===== src/rtl/pr_pkg.sv =====
// Package: shared helpers for the phase rotator bank.
// Assumes: indices are non-negative and smaller than the phase count.
package pr_pkg;

    // Next position on a ring of n phases, wrapping from n-1 to 0.
    function automatic int unsigned wrap_inc(input int unsigned idx, input int unsigned n);
        return (idx >= n - 1) ? 0 : idx + 1;
    endfunction

endpackage


===== src/rtl/pr_index_reg.sv =====
// Module: pr_index_reg
// Holds one rotator's phase index. Reset loads the programmed start.
// A step moves the index one position with wrap.
// Assumes: init_idx < NUM_PHASES; reset has priority over step.
module pr_index_reg #(
    parameter int NUM_PHASES = 8,
    localparam int IDX_W = $clog2(NUM_PHASES)
) (
    input  logic             clk,
    input  logic             rst_n,
    input  logic [IDX_W-1:0] init_idx,
    input  logic             step,
    output logic [IDX_W-1:0] idx
);
    logic [IDX_W-1:0] idx_nxt;

    // Compute the wrapped successor of the current index.
    always_comb begin
        idx_nxt = IDX_W'(pr_pkg::wrap_inc(int'(idx), NUM_PHASES));
    end

    // Reload on reset; otherwise advance on a step request.
    always_ff @(posedge clk) begin
        if (!rst_n) begin
            idx <= init_idx;
        end else if (step) begin
            idx <= idx_nxt;
        end
    end
endmodule


===== src/rtl/pr_phase_sel.sv =====
// Module: pr_phase_sel
// Picks one phase line by index. This is a plain combinational mux.
// Assumes: idx < NUM_PHASES. Glitch-free switching is out of scope.
module pr_phase_sel #(
    parameter int NUM_PHASES = 8,
    localparam int IDX_W = $clog2(NUM_PHASES)
) (
    input  logic [NUM_PHASES-1:0] phases,
    input  logic [IDX_W-1:0]      idx,
    output logic                  sel_clk
);
    // Route the addressed phase to the output.
    always_comb begin
        sel_clk = phases[idx];
    end
endmodule


===== src/rtl/pr_rotator_slice.sv =====
// Module: pr_rotator_slice
// One rotator: an index register followed by the phase mux it drives.
// Assumes: shared reset and clock come from the bank.
module pr_rotator_slice #(
    parameter int NUM_PHASES = 8,
    localparam int IDX_W = $clog2(NUM_PHASES)
) (
    input  logic                  clk,
    input  logic                  rst_n,
    input  logic [NUM_PHASES-1:0] phases,
    input  logic [IDX_W-1:0]      init_idx,
    input  logic                  step,
    output logic                  rot_clk,
    output logic [IDX_W-1:0]      idx
);
    pr_index_reg #(.NUM_PHASES(NUM_PHASES)) i_idx (
        .clk      (clk),
        .rst_n    (rst_n),
        .init_idx (init_idx),
        .step     (step),
        .idx      (idx)
    );

    pr_phase_sel #(.NUM_PHASES(NUM_PHASES)) i_sel (
        .phases  (phases),
        .idx     (idx),
        .sel_clk (rot_clk)
    );
endmodule


===== src/rtl/phase_rotator_bank.sv =====
// Module: phase_rotator_bank
// A bank of NUM_ROT independent rotators sharing one phase bundle and one reset.
// Assumes: NUM_PHASES is a power of two, so every index value is a valid phase.
module phase_rotator_bank #(
    parameter int NUM_PHASES = 8,
    parameter int NUM_ROT    = 4,
    localparam int IDX_W = $clog2(NUM_PHASES)
) (
    input  logic                     clk,
    input  logic                     rst_n,
    input  logic [NUM_PHASES-1:0]    phases,
    input  logic [NUM_ROT*IDX_W-1:0] init_phase,
    input  logic [NUM_ROT-1:0]       step,
    output logic [NUM_ROT-1:0]       rot_clk,
    output logic [NUM_ROT*IDX_W-1:0] rot_idx
);
    // One slice per rotator, each on its own field of the packed buses.
    for (genvar k = 0; k < NUM_ROT; k++) begin : g_rot
        pr_rotator_slice #(.NUM_PHASES(NUM_PHASES)) i_slice (
            .clk      (clk),
            .rst_n    (rst_n),
            .phases   (phases),
            .init_idx (init_phase[k*IDX_W +: IDX_W]),
            .step     (step[k]),
            .rot_clk  (rot_clk[k]),
            .idx      (rot_idx[k*IDX_W +: IDX_W])
        );
    end
endmodule


===== config.mk =====
export PLATFORM = sky130hd
export DESIGN_NAME = phase_rotator_bank
export DESIGN_NICKNAME = d
export VERILOG_FILES = /design/src/rtl/pr_pkg.sv /design/src/rtl/pr_index_reg.sv /design/src/rtl/pr_phase_sel.sv /design/src/rtl/pr_rotator_slice.sv /design/src/rtl/phase_rotator_bank.sv
export SDC_FILE = /design/constraint.sdc
export NUM_CORES = 1
export LEC_CHECK = 0
export ABC_CLOCK_PERIOD_IN_PS = 3500
export BUFFER_PORTS_ARGS = -buffer_cell sky130_fd_sc_hd__buf_2
export CAP_MARGIN = 20
export CORE_ASPECT_RATIO = 1.2
export CORE_MARGIN = 1.5
export CORE_UTILIZATION = 25
export CTS_CLUSTER_DIAMETER = 30
export CTS_CLUSTER_SIZE = 14
export DETAILED_ROUTE_END_ITERATION = 10
export SYNTH_ARGS = -nofsm -noshare
export SYNTH_HDL_FRONTEND = slang
export SYNTH_SLANG_ARGS = --single-unit

===== constraint.sdc =====
create_clock -name clk -period 3.5 [get_ports clk]
set_input_delay 0.175 -clock clk [delete_from_list [all_inputs] [get_ports clk]]
set_output_delay 0.175 -clock clk [all_outputs]
set_load 0.03 [all_outputs]

==> flow_summary.toml <==
[logic_synthesis]
yosys_register_bits = 12
avgSynthCellArea_um2 = 13.2
syn_area_mm2 = 0.00100
syn_nets = 110
yosys_warnings = 0
yosysUniqueCellTypes = 14
seq_area_frac_synth_pct = 35.9
netlist_instances = 76

[timing]
fmax_mhz = 517
min_period_over_period_pct = 55.2
fin_crit_ns = 1.93
clock_skew_ns = 0.000275
tightest_slew_ns = 0.382
setup_violations = 0
hold_viol = 0
slew_headroom_pct = 74.5
rsz0062_at_grt = "no"
slew_violations = 0
setup-tns-final_ns = 0

[global_route]
grt_pass1_vias = 736
overflow = 0
antenna_found_initial = 0
grt_max_degree = 21
grt_pass1_wl_um = 3310
grt_usage_pct = 10.2

[clock_network]
numCtsBuffers = 3
root_buffer = "clkbuf_8"
clk_latency_ns = 0.24
post_cts_buffers = 0
cts.sinks = 12
cts_hold_buf = 0
cts_tree = "built"
cts_max_path_buffers = 2
post_cts_resized = 0
path_clk_slew_ns = 0.05
htree_levels = 1

[finish]
area_growth_pct = 27.3
final_common_cell = "buf_2"
regMostFlops = "g_rot.i_slice.i_idx.idx"
layout.cells.non_filler = 168
drive_gt1_share_pct = 50.0
top_regs = "g_rot.i_slice.i_idx.idx (12)"
antenna_cells = 0
n_fill_cell = 400
layout_common_cells = "41 x buf_2, 12 x edfxtp_1, 10 x inv_1, 10 x mux2_2"
final_net_count = 150
largest_reg_flops = 12

[die]
initial_core_util_pct = 25.7
die_area_mm2 = 0.00441
die_y_um = 72.4
io_pins = 42
die_w_um = 60.9
rows = 25
core_area_mm2 = 0.00391

[place]
dp_cells = 165
io_buffers = 41
place.gp.congestion = 0.708
place.detailed.hpwl_um = 1840

[detailed_routing]
vias = 780
wl_per_cell_um = 13.2
post-route-drc-count = 0
vias_per_cell = 4.64
first_pass_iters = 4
first_iter_violations = 22
drt_wl_total_um = 2220
drtAntennaViolNets = 0

[critical_path]
crit_chain = "mux4_1 > mux2_2 > buf_2"
worst_setup_path_end_kind = "primary output"
slowest_delay_ns = 0.58
worst-path-max-fanout = 6
reg2reg_slack_ns = 1.93
timing.rr.start = "g_rot[3].i_slice.i_idx.idx[0]"
worst-setup-path-type = "reg2out"
arrival_ns = 1.76
crit_slowest_cell = "mux4_1"
required_ns = 3.32
r2r_end = "g_rot[3].i_slice.i_idx.idx[1]"
cp-start-kind = "flip-flop"
reg2reg_depth = 4

[pwr]
leakage_nw = 0.605
peakVddDrop_mv = 0.110
finalPower_uw = 578
power_density_mw_per_mm2 = 452

[run_status]
outcome = "finished clean"

[min_path]
hp-class = "in2reg"
hold_path_end = "g_rot[1].i_slice.i_idx.idx[1]"
hold_start = "init_phase[4]"
whs_path_depth = 2

[run]
cap_violations = 0
==> cells in the mapped netlist <==
cell       n  area share [%]
edfxtp_1  12              36
inv_1     10             3.7
mux2_2    10              11
ha_1       8              10
mux4_1     8              21
nand2b_1   6             3.7
buf_4      4             3.0
nor2_1     4             1.5
o32ai_1    4             3.5
and3_2     3             2.2
buf_2      2             1.0
nand3b_1   2             1.5
o22ai_1    2             1.2
and3_1     1            0.62
==> critical path: cells and delay by family, from the launching register on <==
kind | cells | cell delay (ns)
buffers and inverters | 1 | 0.18
DFF | 1 | 0.47
muxes | 2 | 0.86
==> metal layers <==
layer / global-route usage, % / vias up / wire, um
met5: 0 / - / 0
met4: 3.62 / 0 / 28
met3: 2.50 / 4 / 161
met2: 16.2 / 38 / 1020
met1: 13.3 / 364 / 1020
li1: - / 374 / -
==> worst max-delay path by stage <==
stage | startpoint | endpoint | slack, ns | cells past startpoint
floorplan | g_rot[0].i_slice.i_idx.idx[0] | rot_clk[0] | 1.74 | 3
finish | g_rot[3].i_slice.i_idx.idx[0] | rot_clk[3] | 1.57 | 3
detailed placement | g_rot[3].i_slice.i_idx.idx[0] | rot_clk[3] | 1.84 | 3
global placement | g_rot[3].i_slice.i_idx.idx[0] | rot_clk[3] | 1.86 | 3
global route | g_rot[3].i_slice.i_idx.idx[0] | rot_clk[3] | 1.50 | 3
CTS | g_rot[3].i_slice.i_idx.idx[0] | rot_clk[3] | 1.57 | 3
==> power breakdown <==
part	internal [mW]	leakage, nW	switching (mW)
Clock	0.0757	0.0216	0.0488
Sequential	0.189	0.124	0.0301
Combinational	0.104	0.459	0.130
Total	0.369	0.605	0.209
==> per-stage QoR <==
| step | hold slack [ns] | instance area [um^2] | worst slack (ns) | util (%) |
|---|---|---|---|---|
| floorplan | 0.395 | 1000 | 1.74 | - |
| global placement | 0.479 | 1240 | 1.86 | 31.6 |
| detailed placement | 0.485 | 1240 | 1.84 | 31.6 |
| CTS | 0.238 | 1280 | 1.57 | 32.7 |
| global route | 0.238 | 1280 | 1.50 | 32.7 |
| finish | 0.239 | 1280 | 1.57 | 32.7 |
==> area by class of cell <==
cell class | instances | area (um^2) | area share, %
clock buffers | 3 | 41.3 | 3.23
inverters | 10 | 37.5 | 2.94
multi-input cells | 48 | 567 | 44.3
flip-flops and latches | 12 | 360 | 28.2
well taps | 54 | 67.6 | 5.28
repair buffers | 41 | 205 | 16.0
==> cells by family after synthesis <==
group,synth area share [%]
DFF,35.9
AOI/OAI and AO/OA,4.73
adders and majority gates,9.96
and+or+nand+nor,9.59
muxes,32.1
buffers and inverters,7.72
Note: power is estimated with default switching activity, not from simulation.
